`src/rtl/mbus_pkg.sv`:
```
package mbus_pkg;

    typedef enum logic [2:0] {
        PH_IDLE,
        PH_T1,
        PH_T2,
        PH_T3,
        PH_TW,
        PH_T4
    } phase_e;

endpackage

```
`src/rtl/mbus_phase.sv`:
```
module mbus_phase
    import mbus_pkg::*;
(
    input  logic   clk,
    input  logic   rst_n,
    input  logic   req_valid,
    input  logic   bus_ready,
    output phase_e phase,
    output logic   start
);

    typedef struct packed {
        phase_e ph;
    } ctl_t;

    ctl_t ctl_d, ctl_q;

    always_comb begin
        ctl_d = ctl_q;
        start = req_valid && (ctl_q.ph == PH_IDLE || ctl_q.ph == PH_T4);
        unique case (ctl_q.ph)
            PH_IDLE: if (start) ctl_d.ph = PH_T1;
            PH_T1:   ctl_d.ph = PH_T2;
            PH_T2:   ctl_d.ph = PH_T3;
            PH_T3:   ctl_d.ph = bus_ready ? PH_T4 : PH_TW;
            PH_TW:   ctl_d.ph = bus_ready ? PH_T4 : PH_TW;
            PH_T4:   ctl_d.ph = start ? PH_T1 : PH_IDLE;
            default: ctl_d.ph = PH_IDLE;
        endcase
    end

    always_ff @(posedge clk) begin
        if (!rst_n) ctl_q <= '{ph: PH_IDLE};
        else        ctl_q <= ctl_d;
    end

    assign phase = ctl_q.ph;

    // T1 is only ever entered from an accepted request
    assert_t1_entry_R12: assert property (@(posedge clk) disable iff (!rst_n)
        (phase == PH_T1) |-> $past(start));

    // a wait phase always follows T3 or another wait phase with READY low
    assert_wait_entry_R10: assert property (@(posedge clk) disable iff (!rst_n)
        (phase == PH_TW) |-> !$past(bus_ready));

endmodule

```
`src/rtl/mbus_drive.sv`:
```
module mbus_drive
    import mbus_pkg::*;
#(
    parameter int ADDR_W = 20,
    parameter int DATA_W = 8,
    parameter int SEG_W  = 2,
    parameter int HI_W   = 4
) (
    input  logic               clk,
    input  logic               rst_n,
    input  phase_e             phase,
    input  logic               start,
    input  logic               bus_ready,
    input  logic [ADDR_W-1:0]  req_addr,
    input  logic               req_io,
    input  logic               req_write,
    input  logic [DATA_W-1:0]  req_wdata,
    input  logic [SEG_W-1:0]   req_seg,
    input  logic [DATA_W-1:0]  bus_ad_in,
    output logic [DATA_W-1:0]  bus_ad_out,
    output logic               bus_ad_oe,
    output logic [ADDR_W-DATA_W-HI_W-1:0] bus_mid,
    output logic [HI_W-1:0]    bus_hi,
    output logic               bus_ale,
    output logic               bus_rd_n,
    output logic               bus_wr_n,
    output logic               bus_io_m,
    output logic               bus_den_n,
    output logic               bus_dt_r,
    output logic               done,
    output logic [DATA_W-1:0]  rdata
);

    localparam int MID_W  = ADDR_W - DATA_W - HI_W;
    localparam int HI_LO  = ADDR_W - HI_W;

    typedef struct packed {
        logic [ADDR_W-1:0] addr;
        logic              io;
        logic              wr;
        logic [DATA_W-1:0] wdata;
        logic [SEG_W-1:0]  seg;
        logic [DATA_W-1:0] rdata;
        logic              done;
    } xfer_t;

    xfer_t x_d, x_q;

    logic            in_t1, in_data, in_t4, active;
    logic [HI_W-1:0] status;

    assign in_t1   = (phase == PH_T1);
    assign in_data = (phase == PH_T2) || (phase == PH_T3) || (phase == PH_TW);
    assign in_t4   = (phase == PH_T4);
    assign active  = in_t1 || in_data || in_t4;

    generate
        if (HI_W > SEG_W) begin : g_pad_status
            assign status = {{(HI_W-SEG_W){1'b0}}, x_q.seg};
        end else begin : g_full_status
            assign status = x_q.seg[HI_W-1:0];
        end
    endgenerate

    // next-state
    always_comb begin
        x_d      = x_q;
        x_d.done = in_t4;
        if (start) begin
            x_d.addr  = req_addr;
            x_d.io    = req_io;
            x_d.wr    = req_write;
            x_d.wdata = req_wdata;
            x_d.seg   = req_seg;
        end
        if ((phase == PH_T3 || phase == PH_TW) && bus_ready && !x_q.wr) begin
            x_d.rdata = bus_ad_in;
        end
    end

    always_ff @(posedge clk) begin
        if (!rst_n) x_q <= '0;
        else        x_q <= x_d;
    end

    // bus line decode from the phase register and the latched request
    always_comb begin
        bus_ale    = in_t1;
        bus_ad_oe  = in_t1 || (in_data && x_q.wr);
        bus_ad_out = '0;
        if (in_t1)                 bus_ad_out = x_q.addr[DATA_W-1:0];
        else if (in_data && x_q.wr) bus_ad_out = x_q.wdata;
        bus_mid    = active ? x_q.addr[HI_LO-1:DATA_W] : '0;
        bus_hi     = '0;
        if (in_t1)                 bus_hi = x_q.addr[ADDR_W-1:HI_LO];
        else if (in_data || in_t4) bus_hi = status;
        bus_io_m   = active && x_q.io;
        bus_dt_r   = (in_t1 || in_data) ? x_q.wr : 1'b1;
        bus_den_n  = !in_data;
        bus_rd_n   = !(in_data && !x_q.wr);
        bus_wr_n   = !(in_data && x_q.wr);
    end

    assign done  = x_q.done;
    assign rdata = x_q.rdata;

    assert_ale_pulse_R7: assert property (@(posedge clk) disable iff (!rst_n)
        bus_ale |=> !bus_ale);

    assert_strobe_excl_R4: assert property (@(posedge clk) disable iff (!rst_n)
        !(!bus_rd_n && !bus_wr_n));

    assert_wait_hold_R10: assert property (@(posedge clk) disable iff (!rst_n)
        (phase == PH_TW) |-> ($stable(bus_ad_out) && $stable(bus_rd_n) &&
                              $stable(bus_wr_n) && $stable(bus_hi) &&
                              $stable(bus_den_n) && $stable(bus_dt_r)));

    assert_release_R6: assert property (@(posedge clk) disable iff (!rst_n)
        $rose(bus_den_n) |-> (in_t4 && bus_rd_n && bus_wr_n && !bus_ad_oe));

    assert_done_R11: assert property (@(posedge clk) disable iff (!rst_n)
        in_t4 |=> done);

    assert_iom_hold_R8: assert property (@(posedge clk) disable iff (!rst_n)
        (in_data || in_t4) |-> $stable(bus_io_m));

    assert_mid_hold_R2: assert property (@(posedge clk) disable iff (!rst_n)
        (in_data || in_t4) |-> $stable(bus_mid));

endmodule

```
`src/rtl/mbus_seq.sv`:
```
module mbus_seq
    import mbus_pkg::*;
#(
    parameter int ADDR_W = 20,
    parameter int DATA_W = 8,
    parameter int SEG_W  = 2,
    parameter int HI_W   = 4
) (
    input  logic               clk,
    input  logic               rst_n,
    input  logic               req_valid,
    input  logic [ADDR_W-1:0]  req_addr,
    input  logic               req_io,
    input  logic               req_write,
    input  logic [DATA_W-1:0]  req_wdata,
    input  logic [SEG_W-1:0]   req_seg,
    output logic               req_accept,
    input  logic               bus_ready,
    input  logic [DATA_W-1:0]  bus_ad_in,
    output logic [DATA_W-1:0]  bus_ad_out,
    output logic               bus_ad_oe,
    output logic [ADDR_W-DATA_W-HI_W-1:0] bus_mid,
    output logic [HI_W-1:0]    bus_hi,
    output logic               bus_ale,
    output logic               bus_rd_n,
    output logic               bus_wr_n,
    output logic               bus_io_m,
    output logic               bus_den_n,
    output logic               bus_dt_r,
    output logic               done,
    output logic [DATA_W-1:0]  rdata
);

    phase_e phase;
    logic   start;

    mbus_phase u_phase (
        .clk       (clk),
        .rst_n     (rst_n),
        .req_valid (req_valid),
        .bus_ready (bus_ready),
        .phase     (phase),
        .start     (start)
    );

    mbus_drive #(
        .ADDR_W (ADDR_W),
        .DATA_W (DATA_W),
        .SEG_W  (SEG_W),
        .HI_W   (HI_W)
    ) u_drive (
        .clk        (clk),
        .rst_n      (rst_n),
        .phase      (phase),
        .start      (start),
        .bus_ready  (bus_ready),
        .req_addr   (req_addr),
        .req_io     (req_io),
        .req_write  (req_write),
        .req_wdata  (req_wdata),
        .req_seg    (req_seg),
        .bus_ad_in  (bus_ad_in),
        .bus_ad_out (bus_ad_out),
        .bus_ad_oe  (bus_ad_oe),
        .bus_mid    (bus_mid),
        .bus_hi     (bus_hi),
        .bus_ale    (bus_ale),
        .bus_rd_n   (bus_rd_n),
        .bus_wr_n   (bus_wr_n),
        .bus_io_m   (bus_io_m),
        .bus_den_n  (bus_den_n),
        .bus_dt_r   (bus_dt_r),
        .done       (done),
        .rdata      (rdata)
    );

    assign req_accept = start;

endmodule

```
`config.mk`:
```
export PLATFORM = sky130hd
export DESIGN_NAME = mbus_seq
export DESIGN_NICKNAME = d
export VERILOG_FILES = /design/src/rtl/mbus_pkg.sv /design/src/rtl/mbus_phase.sv /design/src/rtl/mbus_drive.sv /design/src/rtl/mbus_seq.sv
export SDC_FILE = /design/constraint.sdc
export NUM_CORES = 1
export LEC_CHECK = 0
export ABC_AREA = 0
export CAP_MARGIN = 10
export CELL_PAD_IN_SITES_DETAIL_PLACEMENT = 0
export CELL_PAD_IN_SITES_GLOBAL_PLACEMENT = 1
export CORE_MARGIN = 2
export CORE_UTILIZATION = 34
export CTS_BUF_LIST = sky130_fd_sc_hd__clkbuf_4 sky130_fd_sc_hd__clkbuf_8 sky130_fd_sc_hd__clkbuf_16
export DETAILED_ROUTE_END_ITERATION = 6
export PLACE_DENSITY_LB_ADDON = 0.05
export SETUP_SLACK_MARGIN = 0.5
export SKIP_LAST_GASP = 1
export SYNTH_ARGS = -nofsm -noshare
export SYNTH_HDL_FRONTEND = slang
export SYNTH_HIERARCHICAL = 1
export SYNTH_SLANG_ARGS = --single-unit
```
`constraint.sdc`:
```
create_clock -name clk -period 4.9 [get_ports clk]
set_input_delay 0.49 -clock clk [delete_from_list [all_inputs] [get_ports clk]]
set_output_delay 0.49 -clock clk [all_outputs]
set_load 0.01 [all_outputs]
```
==> results.toml, run 1 <==
[outcome]
status = "completed"

[critical_path]
r2r-start = "u_phase/phase[2]$_SDFFE_PN0P_"
crit_path_end_kind = "primary output"
path_cells = "nor3b_2 -> a22o_1 -> clkdlybuf4s50_1"
cp_slowest_cell = "nor3b_2"
cpPeakStageDelay_ns = 0.87
cp-start-kind = "register"
worstPathMaxFanout = 15
crit_required_ns = 4.41
cp-startpoint = "u_phase/phase[0]$_SDFFE_PN0P_"
cp_data_arrival_time_ns = 2.53
crit_type = "register to primary output"

[timing]
finalClockSkew_ns = 0.00614
slew_headroom = 0.340
finalHoldViolCount = 0
layout_min_cycle_time_ns = 3.02
tightest_slew_ns = 0.985
setup_viol_count_final = 0
setup-tns-final_ns = 0
fmax_mhz = 331
timing.final.crit_share = 0.616
rsz0062_at_grt = "no"
slew_viol_final = 0

[global_routing]
grt_pass1_wl_um = 7130
grt_pass1_vias = 1538
antenna_found_initial = 0
grt_usage = 0.140
overflow = 0
grt_max_degree = 53

[flow_run]
maxCapViolations = 0

[layout]
drive_gt1_frac = 0.0584
nets = 317
n_fill_cell = 562
layoutNonFillerInstCount = 349
mostFrequentLayoutCells = "clkdlybuf4s50_1 (80), dfxtp_1 (44), mux2i_1 (41)"
utilization = 0.507
area_delta_synth_final_pct = 45.0
insertedDiodeCount = 0
layout_commonest_cell = "clkdlybuf4s50_1"

[clock_tree]
ctsHtreeMaxLevel = 2
cts.sinks = 44
cts_hold_buffers = 0
path_clk_slew_ns = 0.08
post-cts-setup-buffers = 0
clock_latency_ns = 0.29
cts_tree = "yes"
ctsRootBufferMaster = "clkbuf_8"
cts_resized = 0
clk_path_buf_depth = 2
numCtsBuffers = 5

[drt]
wl_met1_um = 2020
drtIter0Drc = 44
drtPass1Iterations = 4
ant_nets = 0
routed_via_density = 4.52
drc = 0
top_layer_used = "met4"
num_vias = 1576
routed_wl_um = 4390
wl_met3_um = 352
wl_per_cell_um = 12.6
wl_met2_um = 1960

[place]
place_inst = 341
place.gp.congestion = 0.722
dp.final_hpwl_um = 2960
port_buffers = 80

[power_and_ir_drop]
ir_drop_v = 0.000215
power_density_nw_per_um2 = 339
power.total_w = 0.00100
leakagePower_nw = 1.10

[floorplan]
core-area_um2 = 5850
die-width_um = 81.6
start_util = 0.350
placementRows = 28
die_y_um = 81.6
ios = 81
die-area_um2 = 6650

[logic_synthesis]
synth_area_um2 = 2050
synthTopCellsByArea = "dfxtp_1 (43%), mux2i_1 (20%), nor2b_1 (9.8%), a22o_1 (4.3%), and2_1 (3.4%)"
ys_seq_area_frac = 0.431
ys_types = 30
synth_top_area_share = 0.431
syn_nets = 249
ys_ff_latch = 44
yosysWarnings = 6
synthCells = 205
syn_avg_cell_area_um2 = 9.98
yosysTopAreaCell = "dfxtp_1"

[min_path]
min_path_type = "register to register"
hp-start = "u_drive/rdata[2]$_SDFFE_PN0P_"
flip-flops by register name (all words and copies together), names as in the netlist:
register and flops:
u_drive/rdata 8, u_drive/status 2, u_drive/done 1, u_phase/phase 3
u_drive/x_q 30
area by class of cell:
| class | instances | area [um2] | area share |
|---|---|---|---|
| multi-input combinational | 137 | 1040 | 0.350 |
| sequential | 44 | 881 | 0.297 |
| timing repair buffer | 82 | 816 | 0.275 |
| clock buffer | 7 | 96.3 | 0.0325 |
| tap | 75 | 93.8 | 0.0316 |
| clock inverter | 1 | 30.0 | 0.0101 |
| inverter | 3 | 11.3 | 0.00380 |
Yosys cell counts:
| master | number |
|---|---|
| a21boi_1 | 1 |
| buf_4 | 9 |
| buf_2 | 5 |
| nand2_1 | 18 |
| o21ai_1 | 1 |
| o21ai_0 | 2 |
| dfxtp_1 | 44 |
| inv_2 | 1 |
| and4b_1 | 1 |
| nand2b_1 | 2 |
| nor3b_1 | 3 |
| buf_6 | 1 |
| inv_1 | 2 |
| or3b_4 | 1 |
| and3_1 | 1 |
| a21oi_4 | 2 |
| or3b_1 | 1 |
| xor2_1 | 2 |
| a21oi_1 | 2 |
| nand3b_1 | 2 |
| or2_1 | 1 |
| a22o_1 | 10 |
| xnor2_1 | 1 |
| nor3_1 | 1 |
| clkbuf_1 | 5 |
| and2_1 | 11 |
| nor2_1 | 1 |
| mux2i_1 | 41 |
| buf_1 | 1 |
| nor2b_1 | 32 |
final timing paths:
check | end | slack, ns | depth (start not counted)
min reg2reg | u_drive/rdata[2]$_SDFFE_PN0P_ | 0.46 | 2
min | u_drive/rdata[2]$_SDFFE_PN0P_ | 0.46 | 2
max reg2reg | u_drive/x_q[12]$_SDFFE_PN0P_ | 3.08 | 5
max | bus_ad_out[3] | 1.88 | 3
kinds of logic after synthesis:
group | Yosys count | synth area share
AOI/OAI and AO/OA | 18 | 0.0746
xor gates and xnor gates | 3 | 0.0128
buffers and inverters | 24 | 0.0673
DFF | 44 | 0.431
muxes | 41 | 0.201
and+or+nand+nor | 75 | 0.214
per-layer routing:
layer / vias to the layer above / global-route usage
met5: - / 0
met4: 0 / 0.0450
met2: 47 / 0.224
li1: 812 / -
met1: 711 / 0.173
met3: 6 / 0.0549
per-stage QoR:
stage          setup WS, ns  hold slack (ns)  cell area, um2
3_5_place_dp           2.12            0.446            2840
6_report               1.88            0.459            2970
4_1_cts                1.82            0.464            2970
5_1_grt                1.64            0.475            2970
3_3_place_gp           2.12            0.446            2840
2_1_floorplan          3.00            0.435            2050
critical path, delay by kind of cell, from the launching register on:
kind	cells	cell delay, ns
buf+inv	1	0.53
simple gates	1	0.87
compound gates	1	0.28
flops	1	0.56
where the power goes:
part	internal (W)	leakage (nW)	total, W	switching (W)
sequential	0.000395	0.360	0.000425	0.0000306
combinational	0.000158	0.680	0.000279	0.000121
clock	0.000180	0.0645	0.000299	0.000120
total	0.000733	1.10	0.00100	0.000271
Power figures use the tool's default switching activity.
==> run 2: changes to the inputs <==
- CORE_UTILIZATION: 34 -> 29
- clock period: 4.9 -> 2.71 ns (I/O delays scaled with it)
==> run 2 against run 1 <==
Combinational power grew 120%. Utilization is 4.6 points lower. Via count increased by 3.7%. Power up 80%. Final cell count is 11% higher. Count of clock-buffer cells in the layout grew 1. Cell area up 5.7%. Critical path depth grew 2. Global-route usage decreased by 1.5 points. Routed wire length is 9.9% higher. Largest cell class unchanged. Highest routed layer unchanged.
==> results.toml, run 2 (same netlist as run 1, synthesis figures left out) <==
[floorplan]
ios = 81
die-width_um = 88.0
die_y_um = 88.0
start_util = 0.301
core-area_um2 = 6790
die-area_um2 = 7740
placementRows = 30

[drt]
wl_met1_um = 2250
routed_wl_um = 4820
wl_met3_um = 314
num_vias = 1635
drtPass1Iterations = 4
routed_via_density = 4.22
top_layer_used = "met4"
drc = 0
ant_nets = 0
wl_per_cell_um = 12.5
drtIter0Drc = 51
wl_met2_um = 2200

[clock_tree]
numCtsBuffers = 5
cts_tree = "yes"
cts.sinks = 44
ctsHtreeMaxLevel = 2
path_clk_slew_ns = 0.08
clk_path_buf_depth = 2
clock_latency_ns = 0.30
ctsRootBufferMaster = "clkbuf_8"
cts_hold_buffers = 0

[layout]
mostFrequentLayoutCells = "clkdlybuf4s50_1 (68), dfxtp_1 (42), mux2i_1 (41)"
layout_commonest_cell = "clkdlybuf4s50_1"
layoutNonFillerInstCount = 387
ff_latch_area_um2 = 883
largest_register = "u_drive/x_q"
insertedDiodeCount = 0
largest_reg_flops = 30
final_area_um2 = 3130
nets = 334
area_delta_synth_final_pct = 53.2
multi_input_area_um2 = 1050
drive_gt1_frac = 0.124
n_fill_cell = 682

[min_path]
hp-start = "u_drive/rdata[1]$_SDFFE_PN0P_"
min_delay_path_depth = 2
min_path_type = "register to register"
min_to = "u_drive/rdata[1]$_SDFFE_PN0P_"

[timing]
finalHoldViolCount = 0
slew_viol_final = 0
setup_slack_ns = 0.592
fmax_mhz = 472
setup_viol_count_final = 0
timing.final.crit_share = 0.781
slew_headroom = 0.684
layout_min_cycle_time_ns = 2.12
rsz0062_at_grt = "yes"
setup-tns-final_ns = 0
tightest_slew_ns = 0.474
finalClockSkew_ns = 0.00493

[critical_path]
crit_path_end_kind = "primary output"
r2r_setup_slack_ns = 1.01
cp_data_arrival_time_ns = 1.85
worstPathMaxFanout = 3
cpPeakStageDelay_ns = 0.49
cp_top_family = "buffers and inverters"
cp-start-kind = "register"
ff2ff_path_depth = 6
crit_required_ns = 2.44
crit_type = "register to primary output"
r2r-start = "u_phase/phase[0]$_SDFFE_PN0P_"
cp_slowest_cell = "clkdlybuf4s50_1"
cp_num_buf_inv = 2
cp-startpoint = "u_phase/phase[0]$_SDFFE_PN0P_"
path_cells = "or3b_4 -> buf_4 -> nand2_1 -> o21ai_1 -> clkdlybuf4s50_1"
timing.rr.end = "u_drive/x_q[25]$_SDFFE_PN0P_"

[global_routing]
grt_max_degree = 53
grt_pass1_wl_um = 7420
overflow = 0
antenna_found_initial = 0
grt_pass1_vias = 1540
grt_usage = 0.125

[place]
place_inst = 369
place_ws_ns = 0.656
place.gp.congestion = 0.696
placed_area_um2 = 2920
port_buffers = 80
dp.final_hpwl_um = 3240

[power_and_ir_drop]
ir_drop_v = 0.000236
leakagePower_nw = 1.28
p_sw_w = 0.000515
power_density_nw_per_um2 = 576
seqPwrFrac = 0.414
p_comb_frac = 0.338
p_int_w = 0.00129
pwr-share-clk = 0.249
sw_frac_of_total = 0.285

[outcome]
status = "completed"

[flow_run]
maxCapViolations = 0
## run 2: metrics by stage
step	utilization	total power [W]	hold slack (ns)
floorplan	-	0.00109	0.413
global placement	0.429	0.00133	0.443
detailed placement	0.429	0.00134	0.454
CTS	0.446	0.00179	0.465
global route	0.461	0.00192	0.479
finish	0.461	0.00181	0.461
## run 2: worst max path at each step
| stage | endpoint | slack (ns) | cells after the start |
|---|---|---|---|
| after CTS | bus_ad_out[3] | 0.39 | 5 |
| after floorplan | u_drive/status[1]$_SDFFE_PN0P_ | 0.84 | 7 |
| final | bus_dt_r | 0.59 | 5 |
| after global placement | bus_ad_out[0] | 0.63 | 4 |
| after global routing | bus_mid[0] | 0.48 | 6 |
| after detailed placement | bus_ad_out[0] | 0.66 | 4 |
## run 2: power by group through the flow
stage	logic, W	clock network, W	registers (W)
finish	0.000610	0.000449	0.000747
global route	0.000671	0.000491	0.000757
CTS	0.000574	0.000468	0.000746
global placement	0.000571	0	0.000761
floorplan	0.000328	0	0.000759
detailed placement	0.000575	0	0.000760
## run 2: per-layer routing
metal / global-route usage / vias up
li1: - / 849
met1: 0.157 / 736
met2: 0.201 / 44
met3: 0.0405 / 6
met4: 0.0462 / 0
met5: 0 / -
## run 2: tightest hold or removal path, delay by kind of cell, from the launching register on
kind / cells / cell delay [ns]
DFF: 1 / 0.32
and+or+nand+nor: 1 / 0.05
muxes: 1 / 0.05
## run 2: layout make-up
class	count	share of cell area
inverters	3	0.00359
repair buffers	99	0.310
clock buffers	8	0.0311
well taps	96	0.0383
multi-input cells	137	0.335
flip-flops and latches	44	0.282
## run 2: what timing repair did
item                       in CTS  in global routing
setup endpoints to repair       9                 16
buffers inserted                2                  8
resized for setup               8                 12
pin swaps                       1                  0
